## config.mk

```make
export PLATFORM = sky130hd
export DESIGN_NAME = fwd_unit
export DESIGN_NICKNAME = d
export VERILOG_FILES = /design/src/rtl/fwd_pkg.sv /design/src/rtl/fwd_ctrl.sv /design/src/rtl/fwd_datapath.sv /design/src/rtl/fwd_unit.sv
export SDC_FILE = /design/constraint.sdc
export NUM_CORES = 1
export LEC_CHECK = 0
export BUFFER_PORTS_ARGS = -buffer_cell sky130_fd_sc_hd__buf_2
export CORE_AREA = 2 2 154 156
export DETAILED_ROUTE_END_ITERATION = 8
export DIE_AREA = 0 0 156 158
export PLACE_DENSITY_LB_ADDON = 0.3
export SLEW_MARGIN = 20
export SYNTH_ARGS = -nofsm -noshare
export SYNTH_HDL_FRONTEND = slang
export SYNTH_SLANG_ARGS = --single-unit
```

## constraint.sdc

```tcl
create_clock -name vclk -period 4.7
set_input_delay 0.47 -clock vclk [all_inputs]
set_output_delay 0.47 -clock vclk [all_outputs]
set_load 0.05 [all_outputs]
```

## src/rtl/fwd_pkg.sv

```systemverilog
package fwd_pkg;
  localparam int ILEN = 32;
  localparam int RIDX_W = 5;
  localparam int OP_W = 6;

  typedef logic [OP_W-1:0]   opcode_t;
  typedef logic [RIDX_W-1:0] regIdx_t;

  localparam opcode_t OP_RR     = 6'h00;
  localparam opcode_t OP_BRANCH = 6'h04;
  localparam opcode_t OP_LOAD   = 6'h23;
  localparam opcode_t OP_STORE  = 6'h2B;

  typedef enum logic [1:0] {
    SEL_REG   = 2'd0,
    SEL_EXMEM = 2'd1,
    SEL_MEMWB = 2'd2
  } fwdSel_e;

  typedef struct packed {
    fwdSel_e aluA;
    fwdSel_e aluB;
    fwdSel_e store;
    fwdSel_e zero;
    logic    wbIsLoad;
  } fwdStrobes_t;

  function automatic opcode_t opOf(input logic [ILEN-1:0] w);
    return w[ILEN-1 -: OP_W];
  endfunction

  function automatic regIdx_t srcAOf(input logic [ILEN-1:0] w);
    return w[ILEN-OP_W-1 -: RIDX_W];
  endfunction

  function automatic regIdx_t srcBOf(input logic [ILEN-1:0] w);
    return w[ILEN-OP_W-RIDX_W-1 -: RIDX_W];
  endfunction

  function automatic logic isImmAlu(input opcode_t op);
    return op[OP_W-1 -: 3] == 3'b001;
  endfunction

  function automatic logic isAluWriter(input opcode_t op);
    return (op == OP_RR) || isImmAlu(op);
  endfunction

  // register-register targets sit in the third field, others in the second
  function automatic regIdx_t destOf(input logic [ILEN-1:0] w);
    if (opOf(w) == OP_RR) return w[ILEN-OP_W-2*RIDX_W-1 -: RIDX_W];
    return srcBOf(w);
  endfunction
endpackage

```

## src/rtl/fwd_ctrl.sv

```systemverilog
module fwd_ctrl
  import fwd_pkg::*;
(
  input  logic [ILEN-1:0] exInstr,
  input  logic [ILEN-1:0] memInstr,
  input  logic [ILEN-1:0] wbInstr,
  output fwdStrobes_t     strobes
);
  opcode_t exOp, memOp, wbOp;
  regIdx_t exSrcA, exSrcB, memDest, wbDest;
  logic    memWrites, wbWrites;
  logic    useA, useB, useStore, useZero;

  assign exOp    = opOf(exInstr);
  assign memOp   = opOf(memInstr);
  assign wbOp    = opOf(wbInstr);
  assign exSrcA  = srcAOf(exInstr);
  assign exSrcB  = srcBOf(exInstr);
  assign memDest = destOf(memInstr);
  assign wbDest  = destOf(wbInstr);

  // loads in the execute/memory register have no data yet
  assign memWrites = isAluWriter(memOp) && (memDest != '0);
  assign wbWrites  = (isAluWriter(wbOp) || (wbOp == OP_LOAD)) && (wbDest != '0);

  assign useA     = isAluWriter(exOp) || (exOp == OP_LOAD) || (exOp == OP_STORE);
  assign useZero  = (exOp == OP_BRANCH);
  assign useB     = (exOp == OP_RR);
  assign useStore = (exOp == OP_STORE);

  function automatic fwdSel_e pick(input logic used, input regIdx_t src,
                                   input logic mw, input regIdx_t md,
                                   input logic ww, input regIdx_t wd);
    if (!used || src == '0) return SEL_REG;
    if (mw && md == src)    return SEL_EXMEM;
    if (ww && wd == src)    return SEL_MEMWB;
    return SEL_REG;
  endfunction

  always_comb begin
    strobes.aluA     = pick(useA,     exSrcA, memWrites, memDest, wbWrites, wbDest);
    strobes.zero     = pick(useZero,  exSrcA, memWrites, memDest, wbWrites, wbDest);
    strobes.aluB     = pick(useB,     exSrcB, memWrites, memDest, wbWrites, wbDest);
    strobes.store    = pick(useStore, exSrcB, memWrites, memDest, wbWrites, wbDest);
    strobes.wbIsLoad = (wbOp == OP_LOAD);
  end

  logic unusedLowBits;
  assign unusedLowBits = ^{exInstr[ILEN-OP_W-2*RIDX_W-1:0],
                           memInstr[ILEN-OP_W-3*RIDX_W-1:0],
                           wbInstr[ILEN-OP_W-3*RIDX_W-1:0]};

  always_comb begin
    p_zero_reg_never_r8: assert (srcAOf(exInstr) != '0 ||
        (strobes.aluA == SEL_REG && strobes.zero == SEL_REG))
      else $error("register 0 forwarded");
    p_load_not_source_r5: assert (opOf(memInstr) != OP_LOAD ||
        (strobes.aluA != SEL_EXMEM && strobes.aluB != SEL_EXMEM &&
         strobes.store != SEL_EXMEM && strobes.zero != SEL_EXMEM))
      else $error("load in execute/memory used as source");
    p_nonwriter_wb_r7: assert (!(opOf(wbInstr) == OP_STORE || opOf(wbInstr) == OP_BRANCH) ||
        (strobes.aluA != SEL_MEMWB && strobes.aluB != SEL_MEMWB &&
         strobes.store != SEL_MEMWB && strobes.zero != SEL_MEMWB))
      else $error("non-writer in memory/writeback used as source");
    p_b_gated_r9: assert (opOf(exInstr) == OP_RR || strobes.aluB == SEL_REG)
      else $error("ALU B forwarded for non register-register op");
  end
endmodule

```

## src/rtl/fwd_datapath.sv

```systemverilog
module fwd_datapath
  import fwd_pkg::*;
#(
  parameter int DATA_W = 32
) (
  input  fwdStrobes_t       strobes,
  input  logic [DATA_W-1:0] rs1Val,
  input  logic [DATA_W-1:0] rs2Val,
  input  logic [DATA_W-1:0] memAluOut,
  input  logic [DATA_W-1:0] wbAluOut,
  input  logic [DATA_W-1:0] wbLoadData,
  output logic [DATA_W-1:0] aluAVal,
  output logic [DATA_W-1:0] aluBVal,
  output logic [DATA_W-1:0] storeVal,
  output logic [DATA_W-1:0] zeroVal
);
  localparam int NDEST = 4;

  fwdSel_e           selArr  [NDEST];
  logic [DATA_W-1:0] baseArr [NDEST];
  logic [DATA_W-1:0] outArr  [NDEST];
  logic [DATA_W-1:0] wbValue;

  assign wbValue = strobes.wbIsLoad ? wbLoadData : wbAluOut;

  assign selArr[0]  = strobes.aluA;   assign baseArr[0] = rs1Val;
  assign selArr[1]  = strobes.aluB;   assign baseArr[1] = rs2Val;
  assign selArr[2]  = strobes.store;  assign baseArr[2] = rs2Val;
  assign selArr[3]  = strobes.zero;   assign baseArr[3] = rs1Val;

  for (genvar d = 0; d < NDEST; d++) begin : g_mux
    always_comb begin
      case (selArr[d])
        SEL_EXMEM: outArr[d] = memAluOut;
        SEL_MEMWB: outArr[d] = wbValue;
        default:   outArr[d] = baseArr[d];
      endcase
    end

    always_comb begin
      p_reg_path_r1: assert (selArr[d] != SEL_REG || outArr[d] == baseArr[d])
        else $error("register path corrupted on consumer %0d", d);
    end
  end

  assign aluAVal  = outArr[0];
  assign aluBVal  = outArr[1];
  assign storeVal = outArr[2];
  assign zeroVal  = outArr[3];
endmodule

```

## src/rtl/fwd_unit.sv

```systemverilog
module fwd_unit
  import fwd_pkg::*;
#(
  parameter int DATA_W = 32
) (
  input  logic [31:0]       exInstr,
  input  logic [DATA_W-1:0] exRs1Val,
  input  logic [DATA_W-1:0] exRs2Val,
  input  logic [31:0]       memInstr,
  input  logic [DATA_W-1:0] memAluOut,
  input  logic [31:0]       wbInstr,
  input  logic [DATA_W-1:0] wbAluOut,
  input  logic [DATA_W-1:0] wbLoadData,
  output logic [1:0]        aluASel,
  output logic [1:0]        aluBSel,
  output logic [1:0]        storeSel,
  output logic [1:0]        zeroSel,
  output logic [DATA_W-1:0] aluAVal,
  output logic [DATA_W-1:0] aluBVal,
  output logic [DATA_W-1:0] storeVal,
  output logic [DATA_W-1:0] zeroVal
);
  fwdStrobes_t strobes;

  fwd_ctrl u_ctrl (
    .exInstr (exInstr),
    .memInstr(memInstr),
    .wbInstr (wbInstr),
    .strobes (strobes)
  );

  fwd_datapath #(.DATA_W(DATA_W)) u_dp (
    .strobes   (strobes),
    .rs1Val    (exRs1Val),
    .rs2Val    (exRs2Val),
    .memAluOut (memAluOut),
    .wbAluOut  (wbAluOut),
    .wbLoadData(wbLoadData),
    .aluAVal   (aluAVal),
    .aluBVal   (aluBVal),
    .storeVal  (storeVal),
    .zeroVal   (zeroVal)
  );

  assign aluASel  = strobes.aluA;
  assign aluBSel  = strobes.aluB;
  assign storeSel = strobes.store;
  assign zeroSel  = strobes.zero;
endmodule

```

==> results of run 1 <==
-- where the power goes --
part	total, mW	switching (mW)	internal (mW)
combinational	0.524	0.363	0.161
sequential	0	0	0
clock	0	0	0
total	0.524	0.363	0.161
-- layout make-up --
class	instances	area, um^2	share of cell area
multi-input combinational	544	3400	0.593
tap	290	363	0.0632
inverter	14	52.6	0.00915
timing repair buffer	366	1920	0.335
-- stage by stage --
stage / total power, mW / std cells / hold slack (ps) / util
2_1_floorplan: 0.325 / 619 / 1200 / -
3_3_place_gp: 0.521 / 1214 / 1340 / 0.249
3_5_place_dp: 0.523 / 1214 / 1340 / 0.249
4_1_cts: 0.524 / 1214 / 1340 / 0.249
5_1_grt: 0.559 / 1214 / 1350 / 0.249
6_report: 0.524 / 1214 / 1340 / 0.249
-- worst min path at each step --
stage                       startpoint  slack (ps)          end  cells past startpoint
after detailed placement  exRs1Val[18]        1340  zeroVal[18]                      4
after global routing      exRs1Val[18]        1350  zeroVal[18]                      4
final                     exRs1Val[11]        1340  zeroVal[11]                      4
after global placement     exRs1Val[2]        1340   zeroVal[2]                      4
after CTS                 exRs1Val[18]        1340  zeroVal[18]                      4
after floorplan            exInstr[30]        1200   aluASel[1]                      2
-- routing by layer --
metal,global-route usage,vias to the layer above,routed length [um]
li1,-,2942,-
met1,0.210,2776,9520
met2,0.279,267,10200
met3,0.0118,14,1430
met4,0.0223,0,171
met5,0,-,0
-- cell usage in the layout (no fill, tap or decap), drive strengths merged, types with 2 or more instances in the layout --
cell type,synthesis,final
a21oi,7,7
a22oi,131,131
a221oi,4,4
and4,2,2
and3,2,2
mux2i,4,4
ha,8,8
or3,7,7
nor3,6,6
nand4,5,5
xor2,7,7
buf,5,366
o211ai,3,3
o21ai,131,131
a222oi,2,2
xnor2,11,11
or2,2,2
and2,4,4
nor2,13,13
or4,7,7
inv,14,14
mux2,32,32
nand3,6,6
nand2,136,136
-- worst max-delay path, stage by stage --
cell	delay [ps]
buf_2	110
or3_4	420
nor2_4	160
nor3_1	70
or4_4	520
or3_4	440
or3b_1	370
ha_2	330
buf_4	360
nand2_1	90
o21ai_1	80
buf_2	290
-- cell families after synthesis --
logic type	Yosys count
AOI/OAI and AO/OA	284
and+or+nand+nor	198
buffers and inverters	75
muxes	36
xor gates and xnor gates	18
adders and majority gates	8
==> results.cfg, run 1 <==
[drt]
wire_per_inst_um = 17.6
dr.pass1.iters = 5
via_per_inst = 4.94
totalWireLength_um = 21300
dr_total_vias = 5999
postRouteAntennaNets = 0
drc = 0
detailedRoute.firstIterationViolations = 473

[logic_synthesis]
synthAdderAreaFrac = 0.0274
synth_compound_area_frac = 0.494
synth_common_cells = 136 x nand2_1, 131 x a22oi_1, 131 x o21ai_0
synth_top_cell_area_share = 0.269
synth-xor-area-share = 0.0432
syn-cell-area_um2 = 3650
synth_most_common_cell = nand2_1
synth_mux_area_frac = 0.110
synth_warnings = 0
synthDistinctLibCells = 44
ys_seq_area_frac = 0
avgSynthCellArea_um2 = 5.90
yosys.area.top_type = a22oi_1
synth_top_family_by_area = compound AO/OA/AOI/OAI gates
ys_top_cells_by_area = a22oi_1 27%, o21ai_0 18%, nand2_1 14%, mux2_2 9.9%, clkbuf_1 5.8%
synth-simple-area-share = 0.248
syn_nets = 883
synth_cells = 619

[cells_and_area]
regArea_um2 = 0
syn_to_final_growth_pct = 57.3
seq_cells = 0
fin_nets = 1190
num_antenna_cells = 0
clock_buffers = 0
fillers = 2672
drive_gt1_frac = 0.451
finalInstanceArea_um2 = 5740

[global_route]
grt_pass1_vias = 5489
grt_use_total = 0.156
grt_max_degree = 65
grt_overflow = 0
grt_pass1_wl_um = 30800
antenna_found_initial = 0

[sta]
slew_headroom = 0.394
fin_crit_sh = 0.900
setup_slack_ps = 470
finalSetupTns_ps = 0
rsz0062_at_grt = false
fmax_mhz = 236
tightest_slew_ps = 908
final_max_slew_viol_count = 0
fin_crit_ps = 4230
setup_viol = 0
hold_viol_final = 0

[worst_setup_path]
crit_required_ps = 4230
end_kind = primary output
arrival_ps = 3760
crit_type = in -> out
crit_end = zeroVal[19]
cp-start-kind = input pin
crit_start = wbInstr[27]
crit_fanout = 38

[placement]
preCtsSetupSlack_ps = 469
dpl.hpwl_um = 16800
place_area_um2 = 5740
routabilityCongestion = 0.852
numPortBuffers = 344

[hold_path]
hp-class = in -> out

[cts]
cts_hold_buf = 0
cts_resized = 0
postCtsSetupBuffers = 0

[die]
die_x_um = 156
fp.coreArea_um2 = 23100
initial_utilization = 0.158
io_pins = 392
die_h_um = 158
num_rows = 56
fp.dieArea_um2 = 24600

[power]
pwr_density_cell_nw_per_um2 = 91.2
ir_worst_vdd_mv = 0.0361
p_leak_nw = 2.66

[job]
maxCapViolations = 0

[run_status]
outcome = completed
Note: power is estimated with default switching activity, not from simulation.
==> run 2: changes to the inputs <==
Settings changed: CELL_PAD_IN_SITES_DETAIL_PLACEMENT from default to 0, CELL_PAD_IN_SITES_GLOBAL_PLACEMENT from default to 1, CORE_AREA 2 2 154 156 to 10 10 144 146, DIE_AREA 0 0 156 158 to 0 0 154 156.
==> run 2 against run 1 <==
Hold slack better by 0.94 ps; worst setup slack better by 38 ps; count of clock-buffer cells in the layout unchanged; via count down 0.60%; sequential share of layout area unchanged; fmax up 0.92%; critical endpoint is now aluBVal[26]; largest power group unchanged.
==> results.cfg, run 2 (synthesis gave the netlist of run 1 again) <==
[run_status]
outcome = completed

[cells_and_area]
regArea_um2 = 0
layout.cells.most_common = buf_2
clock_buffers = 0
stdcell_count = 1156
syn_to_final_growth_pct = 56.2
seq_cells = 0
finalInstanceArea_um2 = 5700
utilization = 0.320
drive_gt1_frac = 0.450
fillers = 2017
fin_nets = 1192
mostFrequentLayoutCells = 344 x buf_2, 136 x nand2_1, 131 x a22oi_1

[cts]
cts_resized = 0
postCtsSetupBuffers = 0
cts_hold_buf = 0

[job]
maxCapViolations = 0

[die]
initial_utilization = 0.205
die_h_um = 156
fp.coreArea_um2 = 17800
io_pins = 392
num_rows = 49
die_x_um = 154
fp.dieArea_um2 = 24000

[worst_setup_path]
crit_required_ps = 4230
critPathTopFamily = simple AND/OR/NAND/NOR gates
critPathBufInv = 3
crit_type = in -> out
crit_fanout = 16
worst-path-stages = 12
critPathSlowestCell = or3_4
path_common_cell = buf_2
path_cells = buf_2 > or3_4 > or2_1 > mux2i_1 > a222oi_1 > and4bb_2 > and4_1 > ha_2 > buf_12 > a22oi_1 > o21ai_0 > buf_2
end_kind = primary output
crit_end = aluBVal[26]
crit_start = wbInstr[27]
arrival_ps = 3720
cp_slowest_stage_delay_ps = 410
cp-start-kind = input pin

[drt]
totalWireLength_um = 24400
dr_total_vias = 5963
dr.pass1.iters = 5
detailedRoute.firstIterationViolations = 380
via_per_inst = 5.16
wire_per_inst_um = 21.1
drc = 0
postRouteAntennaNets = 0

[sta]
setup_viol = 0
rsz0062_at_grt = false
whs_ps = 1340
fin_crit_sh = 0.892
fmax_mhz = 239
tightest_slew_ps = 879
setup_slack_ps = 508
finalSetupTns_ps = 0
fin_crit_ps = 4190
hold_viol_final = 0
final_max_slew_viol_count = 0
slew_headroom = 0.414

[placement]
dpl.hpwl_um = 19400
routabilityCongestion = 0.852
numPortBuffers = 344
dp_cells = 1155
preCtsSetupSlack_ps = 493
place_area_um2 = 5700

[power]
swShare = 0.697
power.switching_mw = 0.370
internal_power_mw = 0.161
ir_worst_vdd_mv = 0.0439
clockPowerShare = 0
pwr_density_cell_nw_per_um2 = 93.0
power.total_mw = 0.531
combPwrFrac = 1.000
p_seq_frac = 0
p_leak_nw = 2.68

[hold_path]
hp-class = in -> out
hold_depth = 4

[global_route]
grt_overflow = 0
grt_pass1_wl_um = 36200
grt_use_total = 0.184
grt_max_degree = 35
antenna_found_initial = 1
grt_pass1_vias = 5936
## run 2: cell count changes in the layout (fill, tap and decap cells not counted)
| cell | previous run | this run |
|---|---|---|
| diode_2 | 0 | 1 |
| ha_2 | 8 | 6 |
| buf_12 | 3 | 5 |
| ha_1 | 0 | 2 |
## run 2: worst min-delay path, cell delays in order
cell and delay, ps:
buf_2 100, nand2_1 40, o21ai_1 50, buf_2 200
## run 2: metal layers
layer	track usage	vias up	routed length (um)
li1	-	2945	-
met1	0.226	2721	10200
met2	0.325	283	11900
met3	0.0463	14	2070
met4	0.0175	0	215
met5	0	-	0
## run 2: worst min-delay path by stage
stage | startpoint | end | slack, ps
2_1_floorplan | exInstr[30] | aluASel[1] | 1200
3_3_place_gp | exRs1Val[18] | zeroVal[18] | 1340
3_5_place_dp | exRs1Val[26] | zeroVal[26] | 1340
4_1_cts | exRs1Val[26] | zeroVal[26] | 1340
5_1_grt | exRs1Val[13] | zeroVal[13] | 1360
6_report | exRs1Val[26] | zeroVal[26] | 1340
## run 2: area by class of cell
cell class | instances | area [um^2] | area share
multi-input combinational | 544 | 3400 | 0.596
inverter | 14 | 52.6 | 0.00921
timing repair buffer | 368 | 1960 | 0.344
antenna | 1 | 2.50 | 0.000439
tap | 229 | 287 | 0.0502
## run 2: power groups by stage
stage | Clock (mW) | Combinational [mW] | Sequential (mW)
6_report | 0.0000000285 | 0.531 | 0
5_1_grt | 0.0000000284 | 0.568 | 0
4_1_cts | 0 | 0.533 | 0
3_5_place_dp | 0 | 0.531 | 0
3_3_place_gp | 0 | 0.531 | 0
2_1_floorplan | 0 | 0.325 | 0
